<file path="src/rtl/bfu_pkg.sv">
package bfu_pkg;
    typedef enum logic [2:0] {
        OP_EXTU = 3'd0,
        OP_EXTS = 3'd1,
        OP_INS  = 3'd2,
        OP_SET  = 3'd3,
        OP_CLR  = 3'd4,
        OP_CHG  = 3'd5,
        OP_TST  = 3'd6,
        OP_FFO  = 3'd7
    } bfu_op_e;

    typedef enum logic {
        S_IDLE = 1'b0,
        S_DONE = 1'b1
    } bfu_state_e;
endpackage

</file>
<file path="src/rtl/bfu_rotate.sv">
module bfu_rotate #(
    parameter int DW   = 32,
    parameter int SW   = 5,
    parameter bit LEFT = 1'b1
) (
    input  logic [DW-1:0] din,
    input  logic [SW-1:0] amt,
    output logic [DW-1:0] dout
);
    logic [2*DW-1:0] dbl;

    generate
        if (LEFT) begin : g_left
            assign dbl  = {din, din} << amt;
            assign dout = dbl[2*DW-1:DW];
        end else begin : g_right
            assign dbl  = {din, din} >> amt;
            assign dout = dbl[DW-1:0];
        end
    endgenerate
endmodule

</file>
<file path="src/rtl/bfu_lowmask.sv">
module bfu_lowmask #(
    parameter int DW = 32,
    parameter int WW = 6
) (
    input  logic [WW-1:0] width,
    output logic [DW-1:0] mask
);
    generate
        for (genvar i = 0; i < DW; i++) begin : g_bit
            assign mask[i] = (WW'(i) < width);
        end
    endgenerate
endmodule

</file>
<file path="src/rtl/bfu_msb_find.sv">
module bfu_msb_find #(
    parameter int DW = 32,
    parameter int IW = 5
) (
    input  logic [DW-1:0] din,
    output logic          found,
    output logic [IW-1:0] idx
);
    always_comb begin
        idx = '0;
        for (int i = 0; i < DW; i++) begin
            if (din[i]) idx = IW'(i);
        end
    end

    assign found = |din;
endmodule

</file>
<file path="src/rtl/bitfield_unit.sv">
module bitfield_unit
    import bfu_pkg::*;
#(
    parameter int DW = 32,
    localparam int OW = $clog2(DW),
    localparam int WW = OW + 1
) (
    input  logic          clk,
    input  logic          rst,
    input  logic          valid_i,
    input  logic [2:0]    op_i,
    input  logic [DW-1:0] dst_i,
    input  logic [DW-1:0] src_i,
    input  logic [OW-1:0] off_i,
    input  logic [OW-1:0] wid_i,
    output logic          done_o,
    output logic [DW-1:0] opnd_o,
    output logic [DW-1:0] reg_o,
    output logic          n_o,
    output logic          z_o
);
    bfu_state_e state_q, state_d;

    logic [WW-1:0] eff_w;
    logic [OW-1:0] rot_amt;
    logic [DW-1:0] aligned, lmask, field, topbit;
    logic [DW-1:0] place_mask, ins_val, ffo_res;
    logic [DW-1:0] opnd_d, reg_d;
    logic          n_bit, z_bit, ffo_found;
    logic [OW-1:0] ffo_idx;

    assign eff_w   = (wid_i == '0) ? WW'(DW) : {1'b0, wid_i};
    assign rot_amt = off_i + eff_w[OW-1:0];

    bfu_lowmask #(.DW(DW), .WW(WW)) u_mask (
        .width(eff_w), .mask(lmask)
    );

    bfu_rotate #(.DW(DW), .SW(OW), .LEFT(1'b1)) u_align (
        .din(dst_i), .amt(rot_amt), .dout(aligned)
    );

    bfu_rotate #(.DW(DW), .SW(OW), .LEFT(1'b0)) u_place (
        .din(lmask), .amt(rot_amt), .dout(place_mask)
    );

    bfu_rotate #(.DW(DW), .SW(OW), .LEFT(1'b0)) u_ins (
        .din(src_i & lmask), .amt(rot_amt), .dout(ins_val)
    );

    assign field  = aligned & lmask;
    assign topbit = lmask ^ (lmask >> 1);
    assign n_bit  = |(aligned & topbit);
    assign z_bit  = ~|field;

    bfu_msb_find #(.DW(DW), .IW(OW)) u_ffo (
        .din(field), .found(ffo_found), .idx(ffo_idx)
    );

    assign ffo_res = DW'(off_i) +
        (ffo_found ? (DW'(eff_w) - DW'(1) - DW'(ffo_idx)) : DW'(eff_w));

    always_comb begin
        opnd_d = dst_i;
        reg_d  = '0;
        unique case (op_i)
            OP_EXTU: reg_d  = field;
            OP_EXTS: reg_d  = field | (n_bit ? ~lmask : '0);
            OP_INS:  opnd_d = (dst_i & ~place_mask) | ins_val;
            OP_SET:  opnd_d = dst_i | place_mask;
            OP_CLR:  opnd_d = dst_i & ~place_mask;
            OP_CHG:  opnd_d = dst_i ^ place_mask;
            OP_TST:  opnd_d = dst_i;
            OP_FFO:  reg_d  = ffo_res;
            default: opnd_d = dst_i;
        endcase
    end

    always_comb begin
        unique case (state_q)
            S_IDLE:  state_d = valid_i ? S_DONE : S_IDLE;
            S_DONE:  state_d = valid_i ? S_DONE : S_IDLE;
            default: state_d = S_IDLE;
        endcase
    end

    always_ff @(posedge clk) begin
        if (rst) state_q <= S_IDLE;
        else     state_q <= state_d;
    end

    always_ff @(posedge clk) begin
        if (rst) begin
            opnd_o <= '0;
            reg_o  <= '0;
            n_o    <= 1'b0;
            z_o    <= 1'b0;
        end else if (valid_i) begin
            opnd_o <= opnd_d;
            reg_o  <= reg_d;
            n_o    <= n_bit;
            z_o    <= z_bit;
        end
    end

    assign done_o = (state_q == S_DONE);
endmodule

</file>
<file path="config.mk">
export PLATFORM = sky130hd
export DESIGN_NAME = bitfield_unit
export DESIGN_NICKNAME = d
export VERILOG_FILES = /design/src/rtl/bfu_pkg.sv /design/src/rtl/bfu_rotate.sv /design/src/rtl/bfu_lowmask.sv /design/src/rtl/bfu_msb_find.sv /design/src/rtl/bitfield_unit.sv
export SDC_FILE = /design/constraint.sdc
export NUM_CORES = 1
export LEC_CHECK = 0
export ABC_CLOCK_PERIOD_IN_PS = 9400
export CELL_PAD_IN_SITES_DETAIL_PLACEMENT = 1
export CELL_PAD_IN_SITES_GLOBAL_PLACEMENT = 1
export CORE_MARGIN = 4
export CORE_UTILIZATION = 47
export CTS_BUF_LIST = sky130_fd_sc_hd__clkbuf_4
export CTS_CLUSTER_DIAMETER = 80
export DETAILED_ROUTE_END_ITERATION = 7
export GPL_TIMING_DRIVEN = 0
export PLACE_DENSITY_LB_ADDON = 0.1
export SETUP_SLACK_MARGIN = 0.2
export SLEW_MARGIN = 10
export SYNTH_ARGS = -nofsm -noshare
export SYNTH_HDL_FRONTEND = slang
export SYNTH_HIERARCHICAL = 1
export SYNTH_SLANG_ARGS = --single-unit
</file>
<file path="constraint.sdc">
create_clock -name clk -period 9.4 [get_ports clk]
set_input_delay 2.35 -clock clk [delete_from_list [all_inputs] [get_ports clk]]
set_output_delay 2.35 -clock clk [all_outputs]
set_load 0.02 [all_outputs]
</file>
**Word-level counts from Yosys, hierarchy flattened**

Index checks and enable logic that the tools add are counted.

- Output and inout port bits: 67
- Register bits: 67
- Input bits: 80
- Word-level logic and storage cells: 103

- Equality and inequality tests: 6
- Add/sub/neg operators: 4
- Shift operators: 3
- Muxes and demuxes: 37
- Reductions and logical operators: 5
- Order comparisons: 32
- Bitwise operators: 11

Operators by type and width:

| operator | count |
|---|---|
| $and 32x32->32 | 4 |
| $pmux 32 s4 | 1 |
| $shr 64x5->32 | 2 |
| $lt 5x6->1 const A | 16 |
| $or 32x32->32 | 3 |
| $pmux 32 s3 | 1 |
| $mux 5 | 16 |
| $mux 32 | 2 |
| $not 32->32 | 2 |
| $reduce_or 32->1 | 2 |
| $shl 64x5->64 | 1 |
| $lt 4x6->1 const A | 8 |
| $add 5x32->32 | 1 |
| $mux 4 | 8 |
| $xor 32x31->32 | 1 |
| $xor 32x32->32 | 1 |
| $lt 3x6->1 const A | 4 |
| $lt 1x6->1 const A | 2 |
| $lt 2x6->1 const A | 2 |
| $mux 3 | 4 |
| $eq 3x3->1 const B | 3 |
| $sub 7x6->8 | 1 |
| $sub 6x1->7 const B | 1 |
| $eq 3x2->1 const B | 2 |
| other kinds (8) | 10 |

**Longest topological paths before layout**

- Depth in word-level cells: 40
- Mapped depth: 37

**By module**

The synthesis kept the hierarchy.

Modules (own cells, without submodules):

| module | area each (um2) | cells each | times used | sequential area each (um2) |
|---|---|---|---|---|
| bitfield_unit | 7041.8 | 970 | 1 | 1341.3 |
| bfu_rotate at u_ins ... | 1946.9 | 116 | 2 | 0.0 |
| bfu_rotate at u_align | 1949.4 | 116 | 1 | 0.0 |
| bfu_lowmask | 379.1 | 64 | 1 | 0.0 |
| bfu_msb_find | 366.6 | 62 | 1 | 0.0 |

**Least setup slack after synthesis**

OpenSTA, ideal clock, no wires.

- Path kind: input-to-reg
- Start point: input port wid_i[0]
- End point: register reg_o[14]
- Slack: 0.691 ns
- Arrival: 8.588 ns
- Buffers on the path: 3
- Stages on the path: 31
- Cells stage by stage: clkbuf_1 > ha_1 > ha_1 > a21oi_1 > o21ai_0 > a21oi_1 > xnor2_1 > buf_2 > buf_1 > mux4_2 > mux2_2 > and2_1 > or3_1 > a221o_1 > a21oi_1 > o221ai_1 > a21oi_1 > ha_1 > fa_1 > a21oi_1 > inv_1 > fa_1 > nor2b_1 > o31a_1 > or2_2 > nand2b_1 > ha_1 > nor2_1 > a21oi_1 > nor2_1 > a221o_1

RTL lines:

| item | RTL line | source |
|---|---|---|
| from (decl) | bitfield_unit.sv:15 | `input logic [OW-1:0] wid_i,` |
| $logic_not 5->1 | bitfield_unit.sv:32 | `assign eff_w = (wid_i == '0) ? WW'(DW) : {1'b0, wid_i};` |
| $mux 6 * | bitfield_unit.sv:32 |  |
| $add 5x5->5 * | bitfield_unit.sv:33 | `assign rot_amt = off_i + eff_w[OW-1:0];` |
| via rot_amt[4] | bitfield_unit.sv:25 | `logic [OW-1:0] rot_amt;` |
| $shl 64x5->64 * | bfu_rotate.sv:14 | `assign dbl = {din, din} << amt;` |
| via aligned[14] | bitfield_unit.sv:26 | `logic [DW-1:0] aligned, lmask, field, topbit;` |
| $and 32x32->32 * | bitfield_unit.sv:51 | `assign field = aligned & lmask;` |
| via field[14] | bitfield_unit.sv:26 |  |
| $mux 4 * (2 in a row) | bfu_msb_find.sv:12 | `if (din[i]) idx = IW'(i);` |
| $mux 5 * (16 in a row) | bfu_msb_find.sv:12 |  |
| via ffo_idx[0] | bitfield_unit.sv:30 | `logic [OW-1:0] ffo_idx;` |
| $sub 7x6->8 * | bitfield_unit.sv:61 | `(ffo_found ? (DW'(eff_w) - DW'(1) - DW'(ffo_idx)) : DW'(eff_w));` |
| $mux 32 * | bitfield_unit.sv:61 |  |
| $add 5x32->32 * | bitfield_unit.sv:60 | `assign ffo_res = DW'(off_i) +` |
| $pmux 32 s3 * | bitfield_unit.sv:66 | `unique case (op_i)` |
| to (signal assigned) | bitfield_unit.sv:100 | `reg_o <= reg_d;` |
| to (decl) | bitfield_unit.sv:18 | `output logic [DW-1:0] reg_o,` |

The timed path passes the listed nets; every way through them passes the cells marked *.
A chain may end at the register's enable or synchronous reset.

**Worst setup path after layout**

- Start point: input port off_i[3]
- End point: register reg_o[8]

RTL lines:

| item | RTL line | source |
|---|---|---|
| from (decl) | bitfield_unit.sv:14 | `input logic [OW-1:0] off_i,` |
| $add 5x5->5 | bitfield_unit.sv:33 |  |
| via rot_amt[3] | bitfield_unit.sv:25 |  |
| $shl 64x5->64 | bfu_rotate.sv:14 |  |
| via aligned[14] | bitfield_unit.sv:26 |  |
| $and 32x32->32 | bitfield_unit.sv:51 |  |
| via field[14] | bitfield_unit.sv:26 |  |
| $mux 4 (2 in a row) | bfu_msb_find.sv:12 |  |
| $mux 5 (16 in a row) | bfu_msb_find.sv:12 |  |
| via ffo_idx[0] | bitfield_unit.sv:30 |  |
| $sub 7x6->8 | bitfield_unit.sv:61 |  |
| $mux 32 | bitfield_unit.sv:61 |  |
| $add 5x32->32 | bitfield_unit.sv:60 |  |
| $pmux 32 s3 | bitfield_unit.sv:66 |  |

The timed path passes the listed nets, and every way through them passes these cells.

==> out/summary.json <==
{
  "synth_seq_area_share": {"value": 0.09840},
  "number_of_enable_type_register_cells_in_the_synthesized_netlist": {"value": 0},
  "timing_worst_setup_path_type": {"value": "in -> reg"},
  "tightest_slew": {"value": 1.353, "unit": "ns"},
  "design.die.area": {"value": 31790, "unit": "um2"},
  "dp_hpwl": {"value": 48.86, "unit": "mm"},
  "critical_path.slowest_cell": {"value": "mux4_2"},
  "io_buffers": {"value": 144},
  "worstSetupStartpointType": {"value": "input pin"},
  "drive_above_1_share": {"value": 0.2655},
  "synthesis.instances": {"value": 1444},
  "pin_count": {"value": 147},
  "ys_dominant_reg_cell": {"value": "dfxtp_1"},
  "fraction_of_the_mapped_netlist_area_in_compound_gates": {"value": 0.1587},
  "grt_start_max_net_pins": {"value": 15},
  "fp-row-count": {"value": 62},
  "synth.net_count": {"value": 1611},
  "wl_per_cell": {"value": 30.19, "unit": "um"},
  "finalCriticalPeriod": {"value": 8.958, "unit": "ns"},
  "post-route-period-util": {"value": 0.9530},
  "multiInputGateArea": {"value": 11180, "unit": "um2"},
  "register_to_register_setup_slack": {"value": 8.35, "unit": "ns"},
  "drt-vias-per-instance": {"value": 6.977},
  "main_combinational_cell_family_by_area_after_synthesis": {"value": "multiplexers"},
  "worstPathMaxFanout": {"value": 10},
  "vias": {"value": 13967},
  "cts_htree_levels": {"value": 3},
  "drt_drc_violations_left": {"value": 0},
  "syn_to_final_growth": {"value": 17.59, "unit": "%"},
  "finClkSkew": {"value": 0, "unit": "ns"},
  "cts_inserted_buffers": {"value": 9},
  "ffs_w_async_s_r_synth": {"value": 0},
  "wirelength": {"value": 60.44, "unit": "mm"},
  "yosysUniqueCellTypes": {"value": 75},
  "placement_stage_cell_area": {"value": 15550, "unit": "um2"},
  "ys_ff_latch": {"value": 67},
  "worst_hold_startpoint": {"value": "opnd_o[21]"},
  "seq_area": {"value": 1341, "unit": "um2"},
  "grt_usage": {"value": 0.3767},
  "cellPowerDensity": {"value": 196.7, "unit": "nW/um2"},
  "clock-root-buffer": {"value": "clkbuf_4"},
  "vias_in_the_first_global_route": {"value": 14131},
  "cp_data_arrival_time": {"value": 9.36, "unit": "ns"},
  "yosysWarningCount": {"value": 6},
  "nFillCells": {"value": 3256},
  "static_leakage": {"value": 0.006168, "unit": "uW"},
  "synth_simple_gate_area_share": {"value": 0.1358},
  "finalInstanceArea": {"value": 16030, "unit": "um2"},
  "crit-reg2reg-launch": {"value": "reg_o[21]"},
  "antenna_left": {"value": 0},
  "cts_buffer_depth": {"value": 2},
  "first_iter_violations": {"value": 1306},
  "grt_overflow_total": {"value": 0},
  "cts_tree": {"value": "done"},
  "place_congestion": {"value": 1.037},
  "min_delay_path_class": {"value": "reg -> reg"},
  "worst_setup_path_end_kind": {"value": "flop"},
  "nets": {"value": 1778},
  "initial_util": {"value": 0.4762},
  "sink_count": {"value": 67},
  "drv_cap": {"value": 0},
  "synth_area_per_cell": {"value": 9.439, "unit": "um2"},
  "regToRegEndpoint": {"value": "reg_o[21]"},
  "worstRegToRegCells": {"value": 4},
  "synth.area.mux_share": {"value": 0.4138},
  "die-width": {"value": 178.3, "unit": "um"},
  "clock_insertion_delay_worst_skew": {"value": 0.47, "unit": "ns"},
  "ir_drop": {"value": 0.0001861, "unit": "V"},
  "status": {"value": "finished, final reports clean"},
  "die-height": {"value": 178.3, "unit": "um"},
  "setup_repair_after_global_routing_missed_its_margin": {"value": "no"},
  "slowest_delay": {"value": 0.56, "unit": "ns"},
  "final-hold-violation-count": {"value": 0},
  "worst_hold_path.endpoint": {"value": "opnd_o[21]"},
  "post_synth_fa_ha_maj_area_fraction": {"value": 0.08096},
  "initial_antenna_violation_count": {"value": 2},
  "yosys.area_share.xor_xnor": {"value": 0.01863},
  "tns": {"value": 0, "unit": "ns"},
  "cell_mode_on_critical_path": {"value": "a21oi_2"},
  "fmax": {"value": 111.6, "unit": "MHz"},
  "detailedRoute.firstPassIterationCount": {"value": 5},
  "maxSlewHeadroom": {"value": 0.09638},
  "clock_pin_slew_reported_for_the_worst_setup_and_hold_paths_after_clock_tree_synthesis": {"value": 0.15, "unit": "ns"},
  "grt_pass1_wl": {"value": 89.67, "unit": "mm"},
  "placeableCoreArea": {"value": 28630, "unit": "um2"},
  "holdPathStages": {"value": 2},
  "slew_viol_final": {"value": 0},
  "critPathRequiredTime": {"value": 9.80, "unit": "ns"},
  "synthesis.area": {"value": 13630, "unit": "um2"},
  "setup_viol_count_final": {"value": 0},
  "postCtsHoldBufs": {"value": 0}
}
-- cells by family after synthesis --
| family | Yosys count |
|---|---|
| AOI/OAI and AO/OA | 319 |
| xor gates and xnor gates | 29 |
| buffers and inverters | 267 |
| adders and majority gates | 87 |
| and+or+nand+nor | 364 |
| muxes | 311 |
| DFF | 67 |
-- power breakdown --
group	switching [uW]	total, uW	internal [uW]
registers	11.4	316	304
logic	1440	2600	1160
clock network	154	239	85.4
-- registers in the layout (all words and copies together) (netlist names) --
register,flops
opnd_o,32
n_o,1
z_o,1
reg_o,32
done_o,1
-- Yosys cell counts (19+ instances only) --
master	n	area, um2
and2_1	52	325.3
nand2_1	80	300.3
mux2_2	97	1092
nor2_1	111	416.7
a311oi_1	24	210.2
inv_1	131	491.7
mux2i_1	22	220.2
dfxtp_1	67	1341
xor2_1	21	183.9
ha_1	85	1064
a221o_1	19	190.2
mux4_2	191	4302
nand2b_1	20	125.1
o21ai_0	57	285.3
nor3_1	36	180.2
a21oi_1	79	395.4
a22oi_1	34	255.2
buf_2	24	120.1
clkbuf_1	71	266.5
-- cell type report --
class / count / share of cell area
Buffer: 133 / 0.05183
Clock buffer: 9 / 0.004215
Clock inverter: 7 / 0.005230
Multi-Input combinational cell: 1110 / 0.6977
Inverter: 134 / 0.03138
Antenna cell: 2 / 0.0003123
Timing Repair Buffer: 156 / 0.09571
Tap cell: 384 / 0.02998
Sequential cell: 67 / 0.08368
-- through the flow --
step	worst slack, ns	cells	hold slack [ns]	total power [uW]	util
CTS	0.2072	1992	0.4981	2994	0.5525
floorplan	0.6907	1444	0.5478	1963	-
finish	0.4416	2002	0.4953	3153	0.5599
detailed placement	-1.542	1972	0.4766	2703	0.5433
global route	0.2234	2002	0.5128	3333	0.5599
global placement	-1.454	1972	0.4665	2639	0.5433
-- critical path: cells and delay by family --
family | cells | cell delay (ns)
and+or+nand+nor | 7 | 1.05
adders and majority gates | 5 | 1.66
muxes | 3 | 1.42
xor gates and xnor gates | 1 | 0.21
buffers and inverters | 5 | 1.00
AOI/OAI and AO/OA | 8 | 1.63
-- metal layers --
| layer | vias to the layer above | track usage | routed length [um] |
|---|---|---|---|
| met4 | 0 | 0.1909 | 3456 |
| met5 | - | 0 | 0 |
| met1 | 7025 | 0.4726 | 22860 |
| li1 | 5848 | - | - |
| met2 | 917 | 0.6199 | 28420 |
| met3 | 177 | 0.07461 | 5704 |
-- cell usage in the layout (no fill, tap or decap), drive strengths merged, types with 9 or more instances in the layout --
master / instances
mux4: 192
clkdlybuf4s50: 140
inv: 136
nor2: 112
mux2: 97
ha: 85
nand2: 81
clkbuf: 81
a21oi: 79
buf: 74
dfxtp: 67
o21ai: 67
and2: 52
nor3: 38
a22oi: 34
a311oi: 24
mux2i: 22
xor2: 21
nand2b: 20
a221o: 19
a211oi: 13
o21bai: 12
nor2b: 12
a211o: 11
o31ai: 11
nor4: 10
o311ai: 9
nor4b: 9
-- worst max-delay path by stage --
stage / start / endpoint / slack [ns] / cells past startpoint
finish: off_i[3] / reg_o[8] / 0.44 / 29
global route: wid_i[0] / reg_o[10] / 0.22 / 36
CTS: off_i[0] / reg_o[14] / 0.21 / 32
detailed placement: wid_i[0] / reg_o[13] / -1.54 / 34
global placement: wid_i[0] / reg_o[11] / -1.45 / 36
floorplan: wid_i[0] / reg_o[14] / 0.69 / 31
-- timing repair --
item                                    in CTS  in global routing
gates cloned                                 0                  0
resized for setup                           29                 50
setup buffers                                4                  8
hold endpoints to repair                     0                  0
endpoints found under the setup margin      31                 27
pin swaps                                    5                 17
(Power assumes the default switching activity.)
